`src/rtl/lpc_sync_pkg.sv`:
```
package lpc_sync_pkg;

   localparam logic [3:0] CODE_READY     = 4'b0000;
   localparam logic [3:0] CODE_READY_ALT = 4'b1001;
   localparam logic [3:0] CODE_SHORT     = 4'b0101;
   localparam logic [3:0] CODE_LONG      = 4'b0110;
   localparam logic [3:0] CODE_ERROR     = 4'b1010;

   typedef enum logic [2:0] {
      CLS_INVALID,
      CLS_READY,
      CLS_SHORT,
      CLS_LONG,
      CLS_ERROR
   } sync_cls_e;

   typedef enum logic [1:0] {
      WAIT_NONE,
      WAIT_SHORT,
      WAIT_LONG
   } wait_mode_e;

   typedef enum logic [1:0] {
      OUT_NONE,
      OUT_DONE,
      OUT_ERROR,
      OUT_ABORT
   } outcome_e;

endpackage

```
`src/rtl/lpc_sync_decode.sv`:
```
module lpc_sync_decode
   import lpc_sync_pkg::*;
(
   input  logic [3:0] nib_i,
   output sync_cls_e  cls_o
);

   always_comb begin
      case (nib_i)
         CODE_READY, CODE_READY_ALT: cls_o = CLS_READY;
         CODE_SHORT:                 cls_o = CLS_SHORT;
         CODE_LONG:                  cls_o = CLS_LONG;
         CODE_ERROR:                 cls_o = CLS_ERROR;
         default:                    cls_o = CLS_INVALID;
      endcase
   end

endmodule

```
`src/rtl/lpc_limit_counter.sv`:
```
module lpc_limit_counter #(
   parameter int unsigned LIMIT = 3
) (
   input  logic clk,
   input  logic rst_n,
   input  logic clr_i,
   input  logic inc_i,
   output logic hit_o
);

   localparam int unsigned CW = $clog2(LIMIT + 1);
   localparam logic [CW-1:0] LAST = CW'(LIMIT - 1);

   if (LIMIT < 1) begin : g_bad_limit
      $error("lpc_limit_counter: LIMIT must be at least 1");
   end

   logic [CW-1:0] cnt_q;

   assign hit_o = inc_i && (cnt_q == LAST);

   always_ff @(posedge clk or negedge rst_n) begin
      if (!rst_n) begin
         cnt_q <= '0;
      end else if (clr_i || hit_o) begin
         cnt_q <= '0;
      end else if (inc_i) begin
         cnt_q <= cnt_q + 1'b1;
      end
   end

   // the tally never passes the last allowed value
   assert_cnt_in_range_R5 : assert property (@(posedge clk) disable iff (!rst_n)
      cnt_q <= LAST);

   // a clear always wins over an increment
   assert_clear_wins_R6 : assert property (@(posedge clk) disable iff (!rst_n)
      clr_i |=> (cnt_q == '0));

endmodule

```
`src/rtl/lpc_wait_tracker.sv`:
```
module lpc_wait_tracker
   import lpc_sync_pkg::*;
(
   input  logic clk,
   input  logic rst_n,
   input  logic clr_i,
   input  logic see_short_i,
   input  logic see_long_i,
   output logic conflict_o
);

   wait_mode_e mode_q;

   assign conflict_o = ((mode_q == WAIT_SHORT) && see_long_i) ||
                       ((mode_q == WAIT_LONG)  && see_short_i);

   always_ff @(posedge clk or negedge rst_n) begin
      if (!rst_n) begin
         mode_q <= WAIT_NONE;
      end else if (clr_i) begin
         mode_q <= WAIT_NONE;
      end else if (mode_q == WAIT_NONE) begin
         if (see_short_i) begin
            mode_q <= WAIT_SHORT;
         end else if (see_long_i) begin
            mode_q <= WAIT_LONG;
         end
      end
   end

   // once a wait style is chosen it stays until the cycle is cleared
   assert_mode_sticky_R8 : assert property (@(posedge clk) disable iff (!rst_n)
      ((mode_q != WAIT_NONE) && !clr_i) |=> (mode_q == $past(mode_q)));

   // a conflict needs an earlier, different wait code
   assert_conflict_needs_mode_R8 : assert property (@(posedge clk) disable iff (!rst_n)
      conflict_o |-> (mode_q != WAIT_NONE));

endmodule

```
`src/rtl/lpc_sync_monitor.sv`:
```
module lpc_sync_monitor
   import lpc_sync_pkg::*;
#(
   parameter int unsigned INV_LIMIT   = 3,
   parameter int unsigned SHORT_LIMIT = 8,
   parameter int unsigned LONG_LIMIT  = 0
) (
   input  logic       clk,
   input  logic       rst_n,
   input  logic       start_i,
   input  logic       is_read_i,
   input  logic       multi_byte_i,
   input  logic [3:0] lad_i,
   output logic       done_o,
   output logic       error_o,
   output logic       abort_o,
   output logic       data_follows_o,
   output logic       burst_stop_o
);

   localparam int unsigned SHORT_TRIP = SHORT_LIMIT + 1;
   localparam int unsigned LONG_TRIP  = LONG_LIMIT + 1;

   if (INV_LIMIT < 1) begin : g_bad_inv
      $error("lpc_sync_monitor: INV_LIMIT must be at least 1");
   end

   logic      busy_q;
   logic      rd_q;
   logic      multi_q;
   sync_cls_e cls;
   outcome_e  outcome;
   logic      inv_hit;
   logic      short_hit;
   logic      long_hit;
   logic      conflict;
   logic      see_inv;
   logic      see_short;
   logic      see_long;

   lpc_sync_decode u_decode (
      .nib_i (lad_i),
      .cls_o (cls)
   );

   assign see_inv   = busy_q && (cls == CLS_INVALID);
   assign see_short = busy_q && (cls == CLS_SHORT);
   assign see_long  = busy_q && (cls == CLS_LONG);

   lpc_limit_counter #(.LIMIT(INV_LIMIT)) u_inv_run (
      .clk   (clk),
      .rst_n (rst_n),
      .clr_i (!busy_q || (cls != CLS_INVALID)),
      .inc_i (see_inv),
      .hit_o (inv_hit)
   );

   lpc_limit_counter #(.LIMIT(SHORT_TRIP)) u_short_tally (
      .clk   (clk),
      .rst_n (rst_n),
      .clr_i (!busy_q),
      .inc_i (see_short),
      .hit_o (short_hit)
   );

   if (LONG_LIMIT == 0) begin : g_long_free
      assign long_hit = 1'b0;
   end else begin : g_long_capped
      lpc_limit_counter #(.LIMIT(LONG_TRIP)) u_long_tally (
         .clk   (clk),
         .rst_n (rst_n),
         .clr_i (!busy_q),
         .inc_i (see_long),
         .hit_o (long_hit)
      );
   end

   lpc_wait_tracker u_wait (
      .clk         (clk),
      .rst_n       (rst_n),
      .clr_i       (!busy_q),
      .see_short_i (see_short),
      .see_long_i  (see_long),
      .conflict_o  (conflict)
   );

   always_comb begin
      outcome = OUT_NONE;
      if (busy_q) begin
         case (cls)
            CLS_READY:   outcome = OUT_DONE;
            CLS_ERROR:   outcome = OUT_ERROR;
            CLS_INVALID: if (inv_hit) outcome = OUT_ABORT;
            CLS_SHORT:   if (short_hit || conflict) outcome = OUT_ABORT;
            CLS_LONG:    if (long_hit || conflict) outcome = OUT_ABORT;
            default:     outcome = OUT_NONE;
         endcase
      end
   end

   always_ff @(posedge clk or negedge rst_n) begin
      if (!rst_n) begin
         busy_q         <= 1'b0;
         rd_q           <= 1'b0;
         multi_q        <= 1'b0;
         done_o         <= 1'b0;
         error_o        <= 1'b0;
         abort_o        <= 1'b0;
         data_follows_o <= 1'b0;
         burst_stop_o   <= 1'b0;
      end else begin
         done_o         <= (outcome == OUT_DONE);
         error_o        <= (outcome == OUT_ERROR);
         abort_o        <= (outcome == OUT_ABORT);
         data_follows_o <= (outcome == OUT_DONE) || ((outcome == OUT_ERROR) && rd_q);
         burst_stop_o   <= (outcome == OUT_ERROR) && multi_q;
         if (busy_q) begin
            busy_q <= (outcome == OUT_NONE);
         end else if (start_i) begin
            busy_q  <= 1'b1;
            rd_q    <= is_read_i;
            multi_q <= multi_byte_i;
         end
      end
   end

   // outcomes are mutually exclusive
   assert_one_outcome_R9 : assert property (@(posedge clk) disable iff (!rst_n)
      $onehot0({done_o, error_o, abort_o}));

   // an outcome is followed by a quiet clock
   assert_single_pulse_R9 : assert property (@(posedge clk) disable iff (!rst_n)
      (done_o || error_o || abort_o) |=> !(done_o || error_o || abort_o));

   // arming from idle gives no outcome in the next clock
   assert_arm_quiet_R1 : assert property (@(posedge clk) disable iff (!rst_n)
      (start_i && !busy_q) |=> !(done_o || error_o || abort_o));

   // a completion always announces data
   assert_done_has_data_R2 : assert property (@(posedge clk) disable iff (!rst_n)
      done_o |-> data_follows_o);

   // the data flag only rides on completion or error
   assert_data_flag_scope_R3 : assert property (@(posedge clk) disable iff (!rst_n)
      data_follows_o |-> (done_o || error_o));

   // remaining bytes are dropped only on an error
   assert_burst_on_error_R4 : assert property (@(posedge clk) disable iff (!rst_n)
      burst_stop_o |-> error_o);

   // long waits never end the phase by themselves
   assert_long_free_R7 : assert property (@(posedge clk) disable iff (!rst_n)
      (see_long && !conflict && (LONG_LIMIT == 0)) |=> !abort_o);

endmodule

```
`config.mk`:
```
export PLATFORM = sky130hd
export DESIGN_NAME = lpc_sync_monitor
export DESIGN_NICKNAME = d
export VERILOG_FILES = /design/src/rtl/lpc_sync_pkg.sv /design/src/rtl/lpc_sync_decode.sv /design/src/rtl/lpc_limit_counter.sv /design/src/rtl/lpc_wait_tracker.sv /design/src/rtl/lpc_sync_monitor.sv
export SDC_FILE = /design/constraint.sdc
export NUM_CORES = 1
export LEC_CHECK = 0
export BUFFER_PORTS_ARGS = -buffer_cell sky130_fd_sc_hd__buf_4
export CAP_MARGIN = 20
export CELL_PAD_IN_SITES_DETAIL_PLACEMENT = 2
export CELL_PAD_IN_SITES_GLOBAL_PLACEMENT = 2
export CORE_ASPECT_RATIO = 0.75
export CORE_MARGIN = 1.5
export CORE_UTILIZATION = 33
export DETAILED_ROUTE_END_ITERATION = 7
export GPL_ROUTABILITY_DRIVEN = 0
export PLACE_DENSITY_LB_ADDON = 0.3
export SLEW_MARGIN = 5
export SYNTH_ARGS = -nofsm -noshare
export SYNTH_HDL_FRONTEND = slang
export SYNTH_SLANG_ARGS = --single-unit
```
`constraint.sdc`:
```
create_clock -name clk -period 1.99 [get_ports clk]
set_input_delay 0.398 -clock clk [delete_from_list [all_inputs] [get_ports clk]]
set_output_delay 0.398 -clock clk [all_outputs]
set_load 0.005 [all_outputs]
```
Yosys cells after proc, flatten, opt, wreduce, memory -nomap -nowiden
Cells that the tools add are included. W data, S select, Z words.

Flip-flop bits (word level): 16. Latch bits: 0. Memory bits (writable): 0. Bits in read-only memories: 0. Input port bits: 9. Output and inout bits: 5. Word-level logic and storage cells: 73. Memories: 0.

$add $sub $neg: 2. Multiply operators: 0. Div/mod/pow operators: 0. Order comparisons: 0. Eq/ne operators: 17. Shift-type cells: 0. Muxes and demuxes: 16. Bitwise logic cells: 1. Reductions and logical operators: 26.

Operators by type and width (number): $mux W2 (10); $eq A4 B4 Y1 const B (3); $pmux W3 S4 (1); $pmux W2 S5 (1); $logic_and A1 B1 Y1 (9); $eq A2 B2 Y1 const B (4); $eq A4 B3 Y1 const B (2); $mux W4 (2); $eq A3 B2 Y1 const B (2); $logic_or A1 B1 Y1 (6); $add A4 B1 Y4 const B (1); $eq A2 B1 Y1 const B (2); $logic_not A2 Y1 (2); $logic_not A4 Y1 (1); $reduce_and A2 Y1 (2); $reduce_bool A2 Y1 (2); $eq A3 B1 Y1 const B (1); $eq A3 B3 Y1 const B (1); $logic_not A3 Y1 (1); $ne A3 B1 Y1 const B (1); $reduce_bool A3 Y1 (1); $add A2 B1 Y2 const B (1); $mux W1 (2); $ne A2 B1 Y1 const B (1); other kinds (3) (3).

Longest topological paths before layout
Depth in word-level cells: 14. Mapped depth: 6. Gate-level depth less buffers: 6.

Hierarchy
From an unflattened synthesis, not the netlist that was laid out.

Cell total of the unflattened synthesis: 82. Area, all modules: 909.6 um2.

By module, submodules not included: lpc_sync_monitor (times used 1, cells each 34, area an instance 414.1 um2, sequential area each 200.2 um2); lpc_limit_counter at u_short_tally (times used 1, cells each 20, area an instance 221.5 um2, sequential area each 100.1 um2); lpc_limit_counter at u_inv_run (times used 1, cells each 10, area an instance 111.4 um2, sequential area each 50.0 um2); lpc_wait_tracker (times used 1, cells each 11, area an instance 100.1 um2, sequential area each 50.0 um2); lpc_sync_decode (times used 1, cells each 7, area an instance 62.6 um2, sequential area each 0.0 um2).

Least setup slack after synthesis
OpenSTA, ideal clock, no wires.

Path kind: reg-to-reg. Start: reg u_short_tally.cnt_q[0]. End: reg u_short_tally.cnt_q[2]. Setup time: 0.078 ns. Arrival time: 1.388 ns. Required time: 1.912 ns. Slack: 0.524 ns. Stages on the path, launching flop included: 6. Buffers on the path: 0. Clock period less this slack: 1.466 ns. Cells stage by stage: dfrtp_1 inv_1 ha_1 and3b_1 or4_1 a21boi_1.

Cells in the longest elaborated chain, start to end: 4. Elaborated cells between the ends (all ways): 7. Classes of those cells: 1 x add/sub; 1 x eq/ne; 2 x mux; 3 x reduce/logical.

RTL lines: start, declared (line lpc_limit_counter.sv:18) `logic [CW-1:0] cnt_q;`; start signal, assigned (line lpc_limit_counter.sv:28) `cnt_q <= cnt_q + 1'b1;`; parallel branches: the longest is 4 deep, another holds $add A4 B1 Y4.

Several ways; the timed one is not identified. The select of a mux whose other input is x is not followed. A chain may end at the register's enable or synchronous reset.

Worst setup path after layout
Ends and elaborated chain as after synthesis.

==> flow_summary.ini <==
[status]
status = completed

[global_route]
grt.overflow.total = 0
track_usage_pct = 17.1
grt_pass1_vias = 638
grt_pass1_wl_mm = 3.35
grt_max_degree = 17
antenna_found_initial = 0

[detailed_routing]
drt-total-wl_mm = 1.99
drt-wirelength-per-cell_um = 15.2
vias_per_cell = 5.00
dr_total_vias = 655
drtIter0Drc = 7
drtAntennaViolNets = 0
route.detailed.drc = 0
firstDrtPassIters = 2

[yosys]
synth_fp_nets = 94
synth_top_area_share_pct = 47.9
yosysSeqAreaShare_pct = 47.9
yosys.cell_count.top_type = dfrtp_1
synthTopCellsByCount = dfrtp_1 (16), inv_1 (6), nand2_1 (5), nor2_1 (5), nor2b_1 (5)
async_flop_share_pct = 100
yosysTopAreaCell = dfrtp_1
netlist_area_um2 = 836
synth-edff-count = 0
synth_area_leaders = dfrtp_1 (48%), ha_1 (4.5%), nor2b_1 (3.7%)
ys_dominant_reg_cell = dfrtp_1
ys_ff_latch = 16
yosysUniqueCellTypes = 35
yosys_warnings = 0
avgSynthCellArea_um2 = 10.2
postSynthCellCount = 82

[cells_and_area]
final_util_pct = 42.7
nFillCells = 251
drive_gt1_share_pct = 20.6
fin_cells = 131
num_antenna_cells = 0
ff_latch_area_um2 = 400
multi_input_area_um2 = 393
fin_nets = 110
syn2layout_area_growth_pct = 19.9

[clock_network]
cts_resized = 0
holdBufCountCts = 1
postCtsSetupBuffers = 0
h-tree-depth = 1
clock_sinks = 16
clk_latency_ps = 290
cts_buffers = 3
clockBufferDepth = 2
clkTransAtPathRegs_ps = 100
cts_tree = done
cts-root-buf = clkbuf_4

[worst_setup_path]
arrival_ps = 1820
startpoint_type = register
reg2reg_depth = 5
r2r-start = u_short_tally.cnt_q[0]
endpoint_kind = register
crit_path_max_fanout = 5
critPathKind = register to register
cp_data_required_time_ps = 2210
r2r_slack_ps = 390
r2r-end = u_short_tally.cnt_q[2]

[timing]
fin_crit_sh_pct = 80.3
rsz0062_at_grt = no
setup-tns-final_ps = 0
finalHoldViolCount = 0
max_freq_mhz = 626
drv_slew = 0
maxSlewHeadroom_pct = 73.7
worst_pin_slew_ps = 394
min_period_ps = 1600
fin_skew_ps = 4.02
finalSetupViolCount = 0
holdWs_ps = 319

[pwr]
leakage_uw = 0.000466
p_per_area_mw_per_mm2 = 902
ir_drop_uv = 428
p_total_uw = 904

[min_path]
hp-start = lad_i[1]
hold_path_class = input pin to register
holdPathEnd = done_o
hold_depth = 2

[placement]
placedCellCount = 126
portBuffers = 13
dp.final_hpwl_mm = 1.43

[die]
dieArea_mm2 = 0.00285
rows = 15
die_w_um = 61.1
die_y_um = 46.6
num_io_pins = 14
core_mm2 = 0.00235
initial_utilization_pct = 35.6

[flow_run]
maxCapViolations = 0
-- registers in the layout (all words and copies together) (netlist names) --
| signal | cells |
|---|---|
| u_short_tally.cnt_q | 4 |
| u_inv_run.cnt_q | 2 |
| multi_q | 1 |
| u_wait.mode_q | 2 |
| abort_o | 1 |
| busy_q | 1 |
| error_o | 1 |
| done_o | 1 |
| data_follows_o | 1 |
| rd_q | 1 |
| burst_stop_o | 1 |
-- logic make-up after synthesis --
logic type,Yosys count,synth area share (%)
muxes,2,2.69
AOI/OAI and AO/OA,16,13.6
and+or+nand+nor,34,24.1
xor gates and xnor gates,2,2.10
buffers and inverters,9,5.09
adders and majority gates,3,4.49
DFF,16,47.9
-- cell usage in the layout, fill, tap and decap left out, types with 2 or more instances in the layout --
cell type	instances
nand3b_1	2
clkbuf_4	3
nand2_1	5
nor2_1	5
inv_1	6
nand3_1	2
nand2b_1	2
nor2b_1	5
a21oi_1	3
dfrtp_1	16
ha_1	3
and2b_1	2
xor2_1	2
o21ai_0	2
buf_4	13
a41o_1	2
mux2_2	2
nor3_1	4
-- worst max path at each step --
stage / from / end
global route: u_short_tally.cnt_q[0] / u_short_tally.cnt_q[2]
CTS: u_short_tally.cnt_q[0] / u_short_tally.cnt_q[2]
global placement: lad_i[1] / u_short_tally.cnt_q[2]
floorplan: u_short_tally.cnt_q[0] / u_short_tally.cnt_q[2]
finish: u_short_tally.cnt_q[0] / u_short_tally.cnt_q[2]
detailed placement: lad_i[1] / u_short_tally.cnt_q[2]
-- through the flow --
stage	instance area, um^2	worst slack (ps)
after floorplan	836	524
after global placement	956	379
after detailed placement	956	276
after CTS	1000	372
after global routing	1000	259
final	1000	392
-- critical path, cell delays in order, from the launching register on --
cell and delay [ps]:
dfrtp_1 430, inv_1 60, ha_1 200, and3b_1 220
or4_1 480, a21boi_1 130
-- layout make-up --
cell class	instances	share of cell area (%)
Multi-Input combinational cell	57	39.2
Inverter	6	2.25
Timing Repair Buffer	14	10.7
Clock buffer	4	3.62
Tap cell	34	4.24
Sequential cell	16	40.0
-- metal layers --
layer / track usage (%) / vias up / wire, um / share of wire [%]
met4: 5.22 / 0 / 19 / 0.95
met5: 0 / - / 0 / 0
met2: 23.8 / 11 / 883 / 44
li1: - / 317 / - / -
met1: 24.7 / 325 / 1020 / 51
met3: 5.90 / 2 / 70 / 3.5
-- power breakdown --
group	switching [uW]	internal, uW
logic	98.9	123
clock network	107	111
registers	68.1	395
total	274	630
(Power assumes the default switching activity.)
